File: config.mk
export PLATFORM = sky130hd
export DESIGN_NAME = skew_trainer
export DESIGN_NICKNAME = d
export VERILOG_FILES = /design/src/rtl/skew_trainer_pkg.sv /design/src/rtl/tap_window_pick.sv /design/src/rtl/skew_trainer_ctrl.sv /design/src/rtl/skew_trainer_dp.sv /design/src/rtl/skew_trainer.sv
export SDC_FILE = /design/constraint.sdc
export NUM_CORES = 1
export LEC_CHECK = 0
export BUFFER_PORTS_ARGS = -buffer_cell sky130_fd_sc_hd__clkbuf_2
export CAP_MARGIN = 10
export CORE_UTILIZATION = 31
export DETAILED_ROUTE_END_ITERATION = 8
export PLACE_DENSITY_LB_ADDON = 0.08
export SLEW_MARGIN = 20
export SYNTH_ARGS = -nofsm -noshare
export SYNTH_HDL_FRONTEND = slang
export SYNTH_HIERARCHICAL = 1
export SYNTH_SLANG_ARGS = --single-unit
File: constraint.sdc
create_clock -name clk -period 15.4 [get_ports clk]
set_clock_uncertainty 0.2 [all_clocks]
set_input_delay 0.77 -clock clk [delete_from_list [all_inputs] [get_ports clk]]
set_output_delay 0.77 -clock clk [all_outputs]
set_load 0.02 [all_outputs]
File: src/rtl/skew_trainer_pkg.sv
package skew_trainer_pkg;

  // Preamble length in clock cycles; each beat carries two edges per lane.
  localparam int PRE_BEATS = 4;
  localparam int BEAT_W    = $clog2(PRE_BEATS);
  localparam int PAT_W     = 2 * PRE_BEATS;

  typedef enum logic [1:0] {
    TR_IDLE,
    TR_TRAIN,
    TR_WAIT_END
  } trainState_e;

  // Strobes from control to datapath.
  typedef struct packed {
    logic              firstBeat;  // restart the per-tap fail record
    logic              compare;    // compare this beat's samples
    logic [BEAT_W-1:0] beatIdx;    // which beat of the preamble
    logic              evaluate;   // last beat: choose the tap now
    logic              abort;      // window ended early
  } trainCtrl_t;

endpackage

File: src/rtl/tap_window_pick.sv
module tap_window_pick #(
  parameter int NUM_TAPS = 8,
  localparam int TAP_W   = $clog2(NUM_TAPS),
  localparam int CNT_W   = $clog2(NUM_TAPS + 1)
) (
  input  logic [NUM_TAPS-1:0] passVec,
  output logic                found,
  output logic [TAP_W-1:0]    center
);

  logic [CNT_W-1:0] runLen, runStart, bestLen, bestStart, mid;

  // Scan upward; strict comparison keeps the lowest run on ties.
  always_comb begin
    runLen    = '0;
    runStart  = '0;
    bestLen   = '0;
    bestStart = '0;
    for (int i = 0; i < NUM_TAPS; i++) begin
      if (passVec[i]) begin
        if (runLen == '0) runStart = CNT_W'(i);
        runLen = runLen + CNT_W'(1);
        if (runLen > bestLen) begin
          bestLen   = runLen;
          bestStart = runStart;
        end
      end else begin
        runLen = '0;
      end
    end
    found = (bestLen != '0);
    mid   = found ? (bestStart + ((bestLen - CNT_W'(1)) >> 1)) : '0;
    center = TAP_W'(mid);
  end

endmodule

File: src/rtl/skew_trainer_ctrl.sv
module skew_trainer_ctrl
  import skew_trainer_pkg::*;
(
  input  logic       clk,
  input  logic       rstN,
  input  logic       dlpEnable,
  input  logic       preambleWin,
  output trainCtrl_t ctrl
);

  trainState_e       state;
  logic [BEAT_W-1:0] beatCnt;
  logic              winGo;

  assign winGo = preambleWin && dlpEnable;

  always_comb begin
    ctrl = '0;
    case (state)
      TR_IDLE: begin
        if (winGo) begin
          ctrl.firstBeat = 1'b1;
          ctrl.compare   = 1'b1;
          ctrl.beatIdx   = '0;
        end
      end
      TR_TRAIN: begin
        if (winGo) begin
          ctrl.compare  = 1'b1;
          ctrl.beatIdx  = beatCnt;
          ctrl.evaluate = (beatCnt == BEAT_W'(PRE_BEATS - 1));
        end else begin
          ctrl.abort = 1'b1;
        end
      end
      default: ;
    endcase
  end

  always_ff @(posedge clk) begin
    if (!rstN) begin
      state   <= TR_IDLE;
      beatCnt <= '0;
    end else begin
      case (state)
        TR_IDLE: begin
          if (winGo) begin
            state   <= TR_TRAIN;
            beatCnt <= BEAT_W'(1);
          end
        end
        TR_TRAIN: begin
          if (!winGo) begin
            state   <= TR_IDLE;
            beatCnt <= '0;
          end else if (beatCnt == BEAT_W'(PRE_BEATS - 1)) begin
            state   <= TR_WAIT_END;
            beatCnt <= '0;
          end else begin
            beatCnt <= beatCnt + BEAT_W'(1);
          end
        end
        TR_WAIT_END: begin
          // Beats past the fourth are ignored until the window drops.
          if (!preambleWin) state <= TR_IDLE;
        end
        default: state <= TR_IDLE;
      endcase
    end
  end

  // an early end of the window never comes with a tap decision.
  p_abort_not_eval_r10: assert property (@(posedge clk) disable iff (!rstN)
    ctrl.abort |-> !ctrl.evaluate);

  // the decision beat is followed by a wait for the window to end.
  p_eval_then_wait_r6: assert property (@(posedge clk) disable iff (!rstN)
    ctrl.evaluate |=> !ctrl.compare);

endmodule

File: src/rtl/skew_trainer_dp.sv
module skew_trainer_dp
  import skew_trainer_pkg::*;
#(
  parameter int NUM_TAPS = 8,
  parameter int LANES    = 4,
  localparam int TAP_W   = $clog2(NUM_TAPS),
  localparam int BUS_W   = NUM_TAPS * LANES
) (
  input  logic               clk,
  input  logic               rstN,
  input  trainCtrl_t         ctrl,
  input  logic               dataPhase,
  input  logic [PAT_W-1:0]   expPattern,
  input  logic [BUS_W-1:0]   tapRise,
  input  logic [BUS_W-1:0]   tapFall,
  output logic [TAP_W-1:0]   tapSel,
  output logic               locked,
  output logic [2*LANES-1:0] rdData,
  output logic               rdValid
);

  logic [NUM_TAPS-1:0] failVec, failNow, mismatch;
  logic                expRise, expFall;
  logic                pickFound;
  logic [TAP_W-1:0]    pickCenter;

  // Beat b uses pattern bits 2*(PRE_BEATS-1-b)+1 (rising) and +0 (falling).
  always_comb begin
    expRise = expPattern[2 * (PRE_BEATS - 1 - int'(ctrl.beatIdx)) + 1];
    expFall = expPattern[2 * (PRE_BEATS - 1 - int'(ctrl.beatIdx))];
  end

  for (genvar t = 0; t < NUM_TAPS; t++) begin : g_tapCmp
    assign mismatch[t] =
      (tapRise[t*LANES +: LANES] != {LANES{expRise}}) ||
      (tapFall[t*LANES +: LANES] != {LANES{expFall}});
    assign failNow[t] = ctrl.firstBeat ? mismatch[t] : (failVec[t] | mismatch[t]);
  end

  tap_window_pick #(.NUM_TAPS(NUM_TAPS)) u_pick (
    .passVec (~failNow),
    .found   (pickFound),
    .center  (pickCenter)
  );

  always_ff @(posedge clk) begin
    if (!rstN) begin
      failVec <= '0;
      tapSel  <= TAP_W'(NUM_TAPS / 2);
      locked  <= 1'b0;
    end else begin
      if (ctrl.compare) failVec <= failNow;
      if (ctrl.evaluate) begin
        locked <= pickFound;
        if (pickFound) tapSel <= pickCenter;
      end else if (ctrl.abort) begin
        locked <= 1'b0;
      end
    end
  end

  always_ff @(posedge clk) begin
    if (!rstN) begin
      rdData  <= '0;
      rdValid <= 1'b0;
    end else begin
      rdValid <= dataPhase;
      if (dataPhase)
        rdData <= {tapRise[int'(tapSel)*LANES +: LANES],
                   tapFall[int'(tapSel)*LANES +: LANES]};
    end
  end

  // the tap moves only right after a decision beat.
  p_tap_hold_r8: assert property (@(posedge clk) disable iff (!rstN)
    !ctrl.evaluate |=> $stable(tapSel));

  // a chosen center always lies on a passing tap.
  p_center_passes_r3: assert property (@(posedge clk) disable iff (!rstN)
    (ctrl.evaluate && pickFound) |-> !failNow[pickCenter]);

  // lock only comes from a decision.
  p_lock_source_r5: assert property (@(posedge clk) disable iff (!rstN)
    $rose(locked) |-> $past(ctrl.evaluate));

endmodule

File: src/rtl/skew_trainer.sv
module skew_trainer
  import skew_trainer_pkg::*;
#(
  parameter int NUM_TAPS = 8,
  parameter int LANES    = 4,
  localparam int TAP_W   = $clog2(NUM_TAPS),
  localparam int BUS_W   = NUM_TAPS * LANES
) (
  input  logic               clk,
  input  logic               rstN,
  input  logic               dlpEnable,
  input  logic               preambleWin,
  input  logic               dataPhase,
  input  logic [PAT_W-1:0]   expPattern,
  input  logic [BUS_W-1:0]   tapRise,
  input  logic [BUS_W-1:0]   tapFall,
  output logic [TAP_W-1:0]   tapSel,
  output logic               locked,
  output logic [2*LANES-1:0] rdData,
  output logic               rdValid
);

  trainCtrl_t ctrl;

  skew_trainer_ctrl u_ctrl (
    .clk         (clk),
    .rstN        (rstN),
    .dlpEnable   (dlpEnable),
    .preambleWin (preambleWin),
    .ctrl        (ctrl)
  );

  skew_trainer_dp #(.NUM_TAPS(NUM_TAPS), .LANES(LANES)) u_dp (
    .clk        (clk),
    .rstN       (rstN),
    .ctrl       (ctrl),
    .dataPhase  (dataPhase),
    .expPattern (expPattern),
    .tapRise    (tapRise),
    .tapFall    (tapFall),
    .tapSel     (tapSel),
    .locked     (locked),
    .rdData     (rdData),
    .rdValid    (rdValid)
  );

  // with training disabled the tap cannot move.
  p_disabled_hold_r9: assert property (@(posedge clk) disable iff (!rstN)
    !dlpEnable |=> $stable(tapSel));

  // each data cycle yields a valid byte on the next cycle.
  p_valid_follows_r7: assert property (@(posedge clk) disable iff (!rstN)
    dataPhase |=> rdValid);

endmodule

==> results.md, run 1 <==
- Status: finished clean
- Yosys top cell by area: dfxtp_1
- Area contributors post-synth: dfxtp_1 (13%), mux4_2 (10%), ha_1 (10%)
- R2r setup slk: roughly 1.9 ns
- Die area: around 13000 sq um
- Hold endpoint: u_dp/locked
- Total power divided by cell area: 37.8 nW/um^2
- Routing usage on met2: 0.316
- Setup Viol. Count Final: 0
- Lkg Pwr: between 0.0015 and 0.002 uW
- Worst flop-to-flop path startpoint: u_ctrl/state[1]
- GPL Wtd Cong: between 0.8 and 0.9
- Share of layout cells above drive strength 1: 0.271
- Final worst path period share: 0.886
- WS Path Type: primary input to flip-flop
- Post-route DRC: 0
- Final min period: around 14 ns
- Die width: 114 um
- RSZ-0062 raised after global routing: false
- Maximum number of pins on one net before global-route repair: 27
- Final HPWL DP: ~9400 um
- GRT Max-Usage Layer: met2
- Synth Instances: ~460
- Gr usage total: 0.175
- CTS Buffer Depth: 2
- Clk sinks: 25
- Post-synth EDFFs: 0
- Worst hold path depth: 2
- CP startpoint kind: primary input
- Slew Viols, Final: 0
- Slowest CP cell: o2111ai_1
- CP dominant cell by count: ha_1
- Vias in the first global route: roughly 3600
- Ys async rst share: 0
- Post-Syn Area: ~3900 sq um
- H-tree depth: 1
- CP peak stage delay: just over 0.7 ns
- # hold bufs at CTS: 0
- Initial antenna violation count: 0
- Yosys warning count: 6
- Clk Latency, worst-skew pair: ~0.26 ns
- Routed WL: between 10000 and 15000 um
- Post-CTS setup buffers: 0
- Reg clk slew, reported paths: ~0.070 ns
- Core ar.: 12100 sq um
- Commonest cells post-synth: nand2_1 (43), ha_1 (32), a21oi_1 (31)
- Max cap viols: 0
- Slew at the pin closest to its max-slew limit: approximately 0.85 ns
- Worst vdd rail ir drop: roughly 0.000030 V
- Die Ht: about 110 um
- Root Driver: clkbuf_16
- Most common flop cell mapped by yosys: dfxtp_1
- CTS tree: done
- P&R area growth vs syn: 16.6%
- Core Util, Final: 0.374
- Placement Rows: 40
- Most frequent cell after synthesis: nand2_1
- R2R depth: 52
- Net count, final: 646
- Critical Path Sink Type: flip-flop
- N_diodes: 0
- Setup TNS: 0 ns
- Reg2reg end: u_dp/tapSel[2]
- Hold_sp: u_dp/locked
- Fmax: approximately 73 MHz
- Hold crit path type: flip-flop to flip-flop
- Net count after synthesis: around 570
- Global Route met3 Usage: 0.0175
- Post-CTS Resized: 0
- CP Max Fanout: 16
- IO Count: 90
- First-pass iteration count of the detailed router: 5
- Sequential cell area fraction in the yosys report: 0.129
- Met1 Usage GRT: 0.225
- Global-route wire length before repair: between 15000 and 20000 um
- Yosys reg bits: 25
- Iter 0 DRT Violations: roughly 170
- DR WL/cell: ~16 um
- CP required: 15.40 ns
- Final hold vios: 0
- CTS buffer count: 3
- Slew HR: 0.432
- DR vias/cell: around 5.3
- Grt ovf: 0
- Antenna viol nets, final: 0
- IO Port Bufs: 89
- Starting density of the core: 0.320
- Synth top area share: 0.129
- # fillers: approximately 1300
- Mean Syn Cell Area: approximately 8.4 sq um
- Cell variety after synth: between 70 and 80
- CP arrival: ~14 ns
- Tot Pwr: 170 uW
- Routed via count: roughly 3800
-- registers in the layout (all words and copies together) (netlist names) --
signal and flops:
u_dp/tapSel 3, u_dp/locked 1, u_ctrl/state 2, u_dp/rdData 8
u_dp/failVec 8, u_ctrl/beatCnt 2, u_dp/rdValid 1
-- worst max path at each step --
stage                start        endpoint  depth (start not counted)
2_1_floorplan  preambleWin  u_dp/tapSel[2]                         56
3_3_place_gp   preambleWin  u_dp/tapSel[2]                         53
3_5_place_dp   preambleWin  u_dp/tapSel[2]                         53
4_1_cts        preambleWin  u_dp/tapSel[2]                         53
5_1_grt        preambleWin  u_dp/tapSel[2]                         53
6_report         dlpEnable  u_dp/tapSel[2]                         53
-- cell families (layout without fill, tap and decap cells) --
family	after synthesis	after routing	synth area share
simple gates	179	179	0.273
compound gates	104	104	0.189
mux	51	51	0.197
buf+inv	48	125	0.0592
fa+ha+maj	34	34	0.111
flops	25	25	0.129
xor+xnor	17	17	0.0405
-- metrics by stage --
step                      std cells  instance area, sq um  setup slack, ns  hold slack (ns)
final                           703                  4510             1.76            0.270
after CTS                       703                  4510             1.75            0.272
after floorplan                 458                  3860             3.48            0.260
after detailed placement        699                  4420             1.56            0.262
after global routing            703                  4510            0.705            0.295
after global placement          699                  4420             1.85            0.259
-- report_power, final --
group	internal (uW)	switching (uW)	leakage, uW
clock	35.3	24.7	0.0000371
combinational	18.9	21.6	0.00171
sequential	68.0	1.73	0.000207
total	122	48.0	0.00195
-- critical path: cells and delay by family --
kind	cells	cell delay, ns
adder cells (fa/ha/maj)	10	2.70
AND/OR/NAND/NOR	12	1.82
AO/OA/AOI/OAI	14	4.50
XOR/XNOR	2	0.55
buffers and inverters	9	0.76
multiplexers	6	2.51
-- cells in the final DEF, fill, tap and decap left out, types with 3 or more instances in the layout --
cell | synthesis | layout
xnor2_1 | 11 | 11
inv_1 | 28 | 28
mux4_2 | 18 | 18
mux2_2 | 3 | 3
a31o_2 | 3 | 3
a21boi_0 | 3 | 3
xor2_1 | 5 | 5
o211a_1 | 8 | 8
nand3b_1 | 8 | 8
o211ai_1 | 4 | 4
nor2_1 | 16 | 16
nand3_1 | 23 | 23
and3_1 | 4 | 4
mux2i_1 | 27 | 27
a211oi_1 | 4 | 4
and2_1 | 9 | 9
nand4_1 | 4 | 4
dfxtp_1 | 25 | 24
nor3b_1 | 6 | 6
o21ai_0 | 17 | 17
clkbuf_2 | 0 | 89
ha_1 | 32 | 32
nor4_1 | 14 | 14
buf_4 | 2 | 3
clkbuf_16 | 0 | 3
nand2b_1 | 10 | 10
nor2b_1 | 3 | 3
and4_1 | 15 | 15
nand2_1 | 43 | 43
a21oi_1 | 31 | 31
nor3_1 | 7 | 7
a31oi_1 | 7 | 7
-- per-layer routing --
layer	part of all wire	up-vias
li1	-	1893
met1	0.47	1753
met2	0.48	101
met3	0.049	4
met4	0.0073	0
met5	0	-
-- layout make-up --
cell class	instances	area, sq um	share of cell area
Clock inverter	1	7.51	0.00167
Tap cell	168	210	0.0466
Clock buffer	3	75.1	0.0167
Sequential cell	25	502	0.111
Inverter	29	109	0.0242
Multi-Input combinational cell	385	3140	0.696
Timing Repair Buffer	92	468	0.104
No activity file was read; power rests on OpenSTA's default activity.
==> run 2: changes to the inputs <==
--- a/config.mk
+++ b/config.mk
@@ -7,7 +7,7 @@
 export LEC_CHECK = 0
 export BUFFER_PORTS_ARGS = -buffer_cell sky130_fd_sc_hd__clkbuf_2
 export CAP_MARGIN = 10
-export CORE_UTILIZATION = 31
+export CORE_UTILIZATION = 40
 export DETAILED_ROUTE_END_ITERATION = 8
 export PLACE_DENSITY_LB_ADDON = 0.08
 export SLEW_MARGIN = 20
==> run 2 against run 1 <==
  * Die area shrank 22%
  * Cell count shrank 5.7%
  * Combinational power about the same
  * Sequential power hardly changed
  * Via count rose by 1.7%
  * Total power is 11% lower
  * Critical path depth unchanged
  * Worst hold slack lost 0.0017 ns
  * Non-clock buffer count is 1 lower
  * Fmax is 1.1% lower
  * Utilization up 10 points
  * Largest cell class unchanged
==> results.md, run 2 (same netlist as run 1, synthesis figures left out) <==
- Critical path endpoint: u_dp/tapSel[2] (unchanged)
- Critical Path Start: preambleWin (was dlpEnable)
- Antenna viol nets, final: 0 (unchanged)
- Most frequent cells in the layout: clkbuf_2 (89), nand2_1 (43), ha_1 (32) (unchanged)
- Total power divided by cell area: 34.1 nW/um^2 (was 37.8 nW/um^2)
- IO Port Bufs: 89 (unchanged)
- IO Count: 90 (unchanged)
- P&R area growth vs syn: 14.2% (was 16.6%)
- Tot Pwr: 151 uW (was 170 uW)
- Slowest CP cell: o2111ai_1 (unchanged)
- Initial antenna violation count: 0 (unchanged)
- Slew Viols, Final: 0 (unchanged)
- Critical Path Sink Type: flip-flop (unchanged)
- Most common cell after layout, fill and taps aside: clkbuf_2 (unchanged)
- CP dominant cell by count: ha_1 (unchanged)
- Clk sinks: 25 (unchanged)
- CP required: 15.41 ns (was 15.40 ns)
- DR WL/cell: 16.3 um (was 16.1 um)
- Die width: 100 um (was 114 um)
- Status: finished clean (unchanged)
- Die area: 10100 sq um (was 12900 sq um)
- Routed via count: 3813 (was 3751)
- GPL Wtd Cong: 0.866 (was 0.848)
- CP peak stage delay: 0.74 ns (was 0.71 ns)
- Biggest regs: u_dp/failVec x8, u_dp/rdData x8, u_dp/tapSel x3 (unchanged)
- Lkg Pwr: 0.00193 uW (was 0.00195 uW)
- Post-CTS Resized: 0 (unchanged)
- Final HPWL DP: 8910 um (was 9400 um)
- Clk Latency, worst-skew pair: 0.27 ns (was 0.26 ns)
- Gr usage total: 0.215 (was 0.175)
- Routed WL: 10800 um (was 11300 um)
- H-tree depth: 1 (unchanged)
- Hold crit path type: flip-flop to flip-flop (unchanged)
- CP arrival: 13.80 ns (was 13.64 ns)
- Grt ovf: 0 (unchanged)
- Global-route wire length before repair: 17500 um (was 18000 um)
- Slew HR: 0.405 (was 0.432)
- Max cap viols: 0 (unchanged)
- Vias in the first global route: 3514 (was 3630)
- Root Driver: clkbuf_8 (was clkbuf_16)
- CP startpoint kind: primary input (unchanged)
- CTS Buffer Depth: 2 (unchanged)
- Placement Rows: 35 (was 40)
- Share of layout cells above drive strength 1: 0.270 (was 0.271)
- First-pass iteration count of the detailed router: 5 (unchanged)
- Setup TNS: 0 ns (unchanged)
- CTS buffer count: 3 (unchanged)
- Final Worst Setup Slack: 1.61 ns (was 1.76 ns)
- RSZ-0062 raised after global routing: false (unchanged)
- Net count, final: 645 (was 646)
- Post-CTS setup buffers: 0 (unchanged)
- Worst vdd rail ir drop: 0.0000294 V (was 0.0000302 V)
- Slew at the pin closest to its max-slew limit: 0.892 ns (was 0.852 ns)
- Die Ht: 100 um (was 114 um)
- Final min period: 13.79 ns (was 13.64 ns)
- DR vias/cell: 5.75 (was 5.34)
- CP Max Fanout: 16 (unchanged)
- WS Path Type: primary input to flip-flop (unchanged)
- DP Worst Slack: 1.44 ns (was 1.56 ns)
- Starting density of the core: 0.416 (was 0.320)
- Reg clk slew, reported paths: 0.09 ns (was 0.07 ns)
- # fillers: 957 (was 1261)
- # hold bufs at CTS: 0 (unchanged)
- Worst flop-to-flop path startpoint: u_ctrl/state[1] (unchanged)
- Iter 0 DRT Violations: 188 (was 169)
- Final hold vios: 0 (unchanged)
- R2R depth: 52 (unchanged)
- R2r setup slk: 1.75 ns (was 1.93 ns)
- Fmax: 72.5 MHz (was 73.3 MHz)
- Reg2reg end: u_dp/tapSel[2] (unchanged)
- Final worst path period share: 0.896 (was 0.886)
- Post-route DRC: 0 (unchanged)
- CTS tree: done (unchanged)
- Setup Viol. Count Final: 0 (unchanged)
- Core ar.: 9280 sq um (was 12100 sq um)
- Maximum number of pins on one net before global-route repair: 27 (unchanged)
- N_diodes: 0 (unchanged)
## run 2: worst min path at each step
stage / slack, ns / cells past startpoint / startpoint / endpoint
finish: 0.27 / 2 / u_dp/locked / u_dp/locked
detailed placement: 0.26 / 2 / u_dp/locked / u_dp/locked
floorplan: 0.26 / 2 / u_ctrl/beatCnt[1] / u_ctrl/beatCnt[1]
global route: 0.32 / 1 / u_dp/rdData[1] / u_dp/rdData[1]
CTS: 0.27 / 2 / u_dp/locked / u_dp/locked
global placement: 0.26 / 2 / u_dp/locked / u_dp/locked
## run 2: where the power goes
| group | internal (uW) | total [uW] | switching [uW] | leakage (uW) |
|---|---|---|---|---|
| Combinational | 18.9 | 40.6 | 21.7 | 0.00170 |
| Clock | 18.1 | 40.2 | 22.1 | 0.0000255 |
| Sequential | 68.0 | 69.9 | 1.89 | 0.000207 |
## run 2: stage by stage
stage          area [sq um]  hold slack, ns  utilization  instances
6_report               4410           0.269        0.475        663
5_1_grt                4410           0.317        0.475        663
4_1_cts                4410           0.273        0.475        663
3_5_place_dp           4370           0.261        0.470        659
3_3_place_gp           4370           0.258        0.470        659
2_1_floorplan          3860           0.260            -        458
## run 2: routing by layer
layer,GRT usage,routed length (um),part of all wire
met1,0.296,5250,0.48
met4,0.0368,65,0.0060
met3,0.0139,397,0.037
met2,0.374,5120,0.47
met5,0,0,0
## run 2: final cells by class
| cell class | count | area, sq um | share of cell area |
|---|---|---|---|
| tap | 129 | 161 | 0.0366 |
| inverter | 29 | 109 | 0.0247 |
| clock buffer | 3 | 41.3 | 0.00935 |
| multi-input combinational | 385 | 3140 | 0.710 |
| sequential | 25 | 502 | 0.114 |
| timing repair buffer | 91 | 460 | 0.104 |
| clock inverter | 1 | 5.00 | 0.00113 |
## run 2: critical path, delay by kind of cell
kind	cells	cell delay, ns
compound gates	15	4.92
xor+xnor	2	0.56
fa+ha+maj	10	2.74
buf+inv	9	0.83
mux	5	2.16
simple gates	12	1.83
==> run 3: changes to the inputs <==
--- a/config.mk
+++ b/config.mk
@@ -5,8 +5,10 @@
 export SDC_FILE = /design/constraint.sdc
 export NUM_CORES = 1
 export LEC_CHECK = 0
+export ABC_AREA = 1
 export BUFFER_PORTS_ARGS = -buffer_cell sky130_fd_sc_hd__clkbuf_2
 export CAP_MARGIN = 10
+export CORE_MARGIN = 1.5
 export CORE_UTILIZATION = 40
 export DETAILED_ROUTE_END_ITERATION = 8
 export PLACE_DENSITY_LB_ADDON = 0.08
==> run 3 against run 2 <==
  * Clock power grew 3%
  * Die area rose by 12%
  * Sequential share of layout area is 1.0 points lower
  * Largest cell class unchanged
  * Critical endpoint unchanged
  * Utilization decreased by 0.60 points
  * Synthesized cell count increased by 65%
  * Critical path depth up 14
  * Highest routed layer unchanged
  * First-iteration DRC count up 14%
==> results.md, run 3 <==
- Post-Syn Area: 4270 sq um (was 3860 sq um)
- GPL Wtd Cong: 0.856 (was 0.866)
- Slew at the pin closest to its max-slew limit: 0.969 ns (was 0.892 ns)
- DR vias/cell: 5.13 (was 5.75)
- Post-CTS Resized: 0 (unchanged)
- Yosys reg bits: 25 (unchanged)
- Multiplexer area fraction after synthesis: 0.00234 (was 0.197)
- Max cap viols: 0 (unchanged)
- CP dominant cell by count: nand2_1 (was ha_1)
- Slowest CP cell: nor3_1 (was o2111ai_1)
- Ys async rst share: 0 (unchanged)
- Die width: 106 um (was 100 um)
- Worst path bufs/invs: 14 (was 9)
- Simple-Gate Fraction of Synth Area: 0.466 (was 0.273)
- Final min period: 10.56 ns (was 13.79 ns)
- Root Driver: clkbuf_8 (unchanged)
- DP Worst Slack: 4.55 ns (was 1.44 ns)
- Area contributors post-synth: nand2_1 (14%), dfxtp_1 (12%), inv_1 (10%) (was dfxtp_1 (13%), mux4_2 (10%), ha_1 (10%))
- Most frequent cell after synthesis: nand2_1 (unchanged)
- CTS tree: done (unchanged)
- Most common cell after layout, fill and taps aside: nand2_1 (was clkbuf_2)
- RSZ-0062 raised after global routing: false (unchanged)
- Biggest regs: u_dp/failVec x8, u_dp/rdData x8, u_dp/tapSel x3 (unchanged)
- Synth Area in XOR/XNOR: 0.0141 (was 0.0405)
- Multi-input logic area: 3180 sq um (was 3140 sq um)
- Post-synth EDFFs: 0 (unchanged)
- Sequential cell area fraction in the yosys report: 0.117 (was 0.129)
- Yosys top cell by area: nand2_1 (was dfxtp_1)
- Critical Path Sink Type: flip-flop (unchanged)
- Most common flop cell mapped by yosys: dfxtp_1 (unchanged)
- P&R area growth vs syn: 13.5% (was 14.2%)
- Clk sinks: 25 (unchanged)
- CTS buffer count: 3 (unchanged)
- Status: finished clean (unchanged)
- Share of layout cells above drive strength 1: 0.189 (was 0.270)
- Crit path max-delay family: simple AND/OR/NAND/NOR gates (was compound AO/OA/AOI/OAI gates)
- Grt ovf: 0 (unchanged)
- Net count after synthesis: 864 (was 568)
- Slew Viols, Final: 0 (unchanged)
- Maximum number of pins on one net before global-route repair: 62 (was 27)
- Final Worst Setup Slack: 4.84 ns (was 1.61 ns)
- Lkg Pwr: 0.00262 uW (was 0.00193 uW)
- CP startpoint kind: primary input (unchanged)
- CP peak stage delay: 0.60 ns (was 0.74 ns)
- Adder-cell share of the synthesized area: 0.0984 (was 0.111)
- H-tree depth: 1 (unchanged)
- Gr usage total: 0.227 (was 0.215)
- Fmax: 94.7 MHz (was 72.5 MHz)
- Main combinational cell family by area after synthesis: simple AND/OR/NAND/NOR gates (unchanged)
- Post-synthesis compound-gate area fraction: 0.163 (was 0.189)
- Iter 0 DRT Violations: 215 (was 188)
- CP Max Fanout: 13 (was 16)
- Global-route wire length before repair: 21300 um (was 17500 um)
- Core ar.: 10300 sq um (was 9280 sq um)
- First-pass iteration count of the detailed router: 5 (unchanged)
- Final worst path period share: 0.686 (was 0.896)
- DR WL/cell: 13.1 um (was 16.3 um)
- CP required: 15.35 ns (was 15.41 ns)
- Clk Latency, worst-skew pair: 0.27 ns (about the same)
- Reg clk slew, reported paths: 0.10 ns (was 0.09 ns)
- Die Ht: 106 um (was 100 um)
- N_diodes: 0 (unchanged)
- IO Count: 90 (unchanged)
- Setup Viol. Count Final: 0 (unchanged)
- Yosys warning count: 6 (unchanged)
- Antenna viol nets, final: 0 (unchanged)
- Slew HR: 0.353 (was 0.405)
- # fillers: 1136 (was 957)
- Synth Instances: 754 (was 458)
- Placement Rows: 37 (was 35)
- Register area: 500 sq um (was 502 sq um)
- Routed via count: 4954 (was 3813)
- Die area: 11300 sq um (was 10100 sq um)
- Most frequent cells in the layout: nand2_1 (162), inv_1 (117), clkbuf_2 (89) (was clkbuf_2 (89), nand2_1 (43), ha_1 (32))
- Vias in the first global route: 4675 (was 3514)
- Hold crit path type: flip-flop to flip-flop (unchanged)
- CTS Buffer Depth: 2 (unchanged)
- Routed WL: 12600 um (was 10800 um)
- Starting density of the core: 0.414 (was 0.416)
- # hold bufs at CTS: 0 (unchanged)
- Synth top area share: 0.142 (was 0.129)
- Worst vdd rail ir drop: 0.0000271 V (was 0.0000294 V)
- Cell variety after synth: 40 (was 73)
- WS Path Type: primary input to flip-flop (unchanged)
- Net count, final: 940 (was 645)
- Commonest cells post-synth: nand2_1 (162), inv_1 (117), nand3_1 (80), nor2_1 (80), o21ai_0 (66) (was nand2_1 (43), ha_1 (32), a21oi_1 (31))
- Final HPWL DP: 10700 um (was 8910 um)
- Initial antenna violation count: 0 (unchanged)
- Final hold vios: 0 (unchanged)
- IO Port Bufs: 89 (unchanged)
- Mean Syn Cell Area: 5.67 sq um (was 8.44 sq um)
- Setup TNS: 0 ns (unchanged)
- Total power divided by cell area: 45.8 nW/um^2 (was 34.1 nW/um^2)
- Post-CTS setup buffers: 0 (unchanged)
- Post-route DRC: 0 (unchanged)
- CP arrival: 10.51 ns (was 13.80 ns)
[run 3: per-stage QoR]
stage          std cells  hold slack [ns]  cell area (sq um)   util  power, uW
3_3_place_gp         961            0.249               4790  0.464        180
4_1_cts              965            0.276               4840  0.469        225
5_1_grt              965            0.305               4850  0.470        244
6_report             965            0.273               4850  0.470        222
3_5_place_dp         961            0.261               4790  0.464        182
2_1_floorplan        754            0.274               4270      -        151
[run 3: kinds of logic (layout without fill, tap and decap cells)]
logic type,Yosys count,in the layout
xor gates and xnor gates,6,6
and+or+nand+nor,414,414
adders and majority gates,33,33
buffers and inverters,148,223
DFF,25,25
AOI/OAI and AO/OA,127,127
muxes,1,1
[run 3: cell type report]
cell class / instances / area share
clock inverters: 1 / 0.00155
multi-input cells: 581 / 0.657
flip-flops and latches: 25 / 0.103
clock buffers: 3 / 0.00852
well taps: 136 / 0.0351
inverters: 127 / 0.0983
repair buffers: 92 / 0.0965
[run 3: report_power, final]
| group | total (uW) | internal, uW | leakage (uW) | switching, uW |
|---|---|---|---|---|
| Combinational | 111 | 40.9 | 0.00239 | 69.9 |
| Sequential | 69.7 | 68.1 | 0.000206 | 1.67 |
| Clock | 41.4 | 18.4 | 0.0000217 | 23.1 |
[run 3: path summary, 6_finish.rpt]
path / cells after the start / slack, ns / to / start
worst max-delay path: 67 / 4.84 / u_dp/tapSel[2] / preambleWin
worst min-delay path: 2 / 0.27 / u_dp/locked / u_dp/locked
worst max register to register: 65 / 5.12 / u_dp/tapSel[2] / u_ctrl/state[1]
worst min register to register: 2 / 0.27 / u_dp/locked / u_dp/locked
[run 3: worst register-to-register path: cells and delay by family, from the launching register on]
kind	cells	cell delay, ns
buf+inv	13	0.83
compound gates	11	1.60
fa+ha+maj	10	2.99
simple gates	31	4.15
flops	1	0.36
[run 3: metal layers]
layer  share of wire  track usage
met1            0.46        0.286
met2            0.48        0.417
met3           0.049       0.0159
met4           0.014       0.0531
met5               0            0
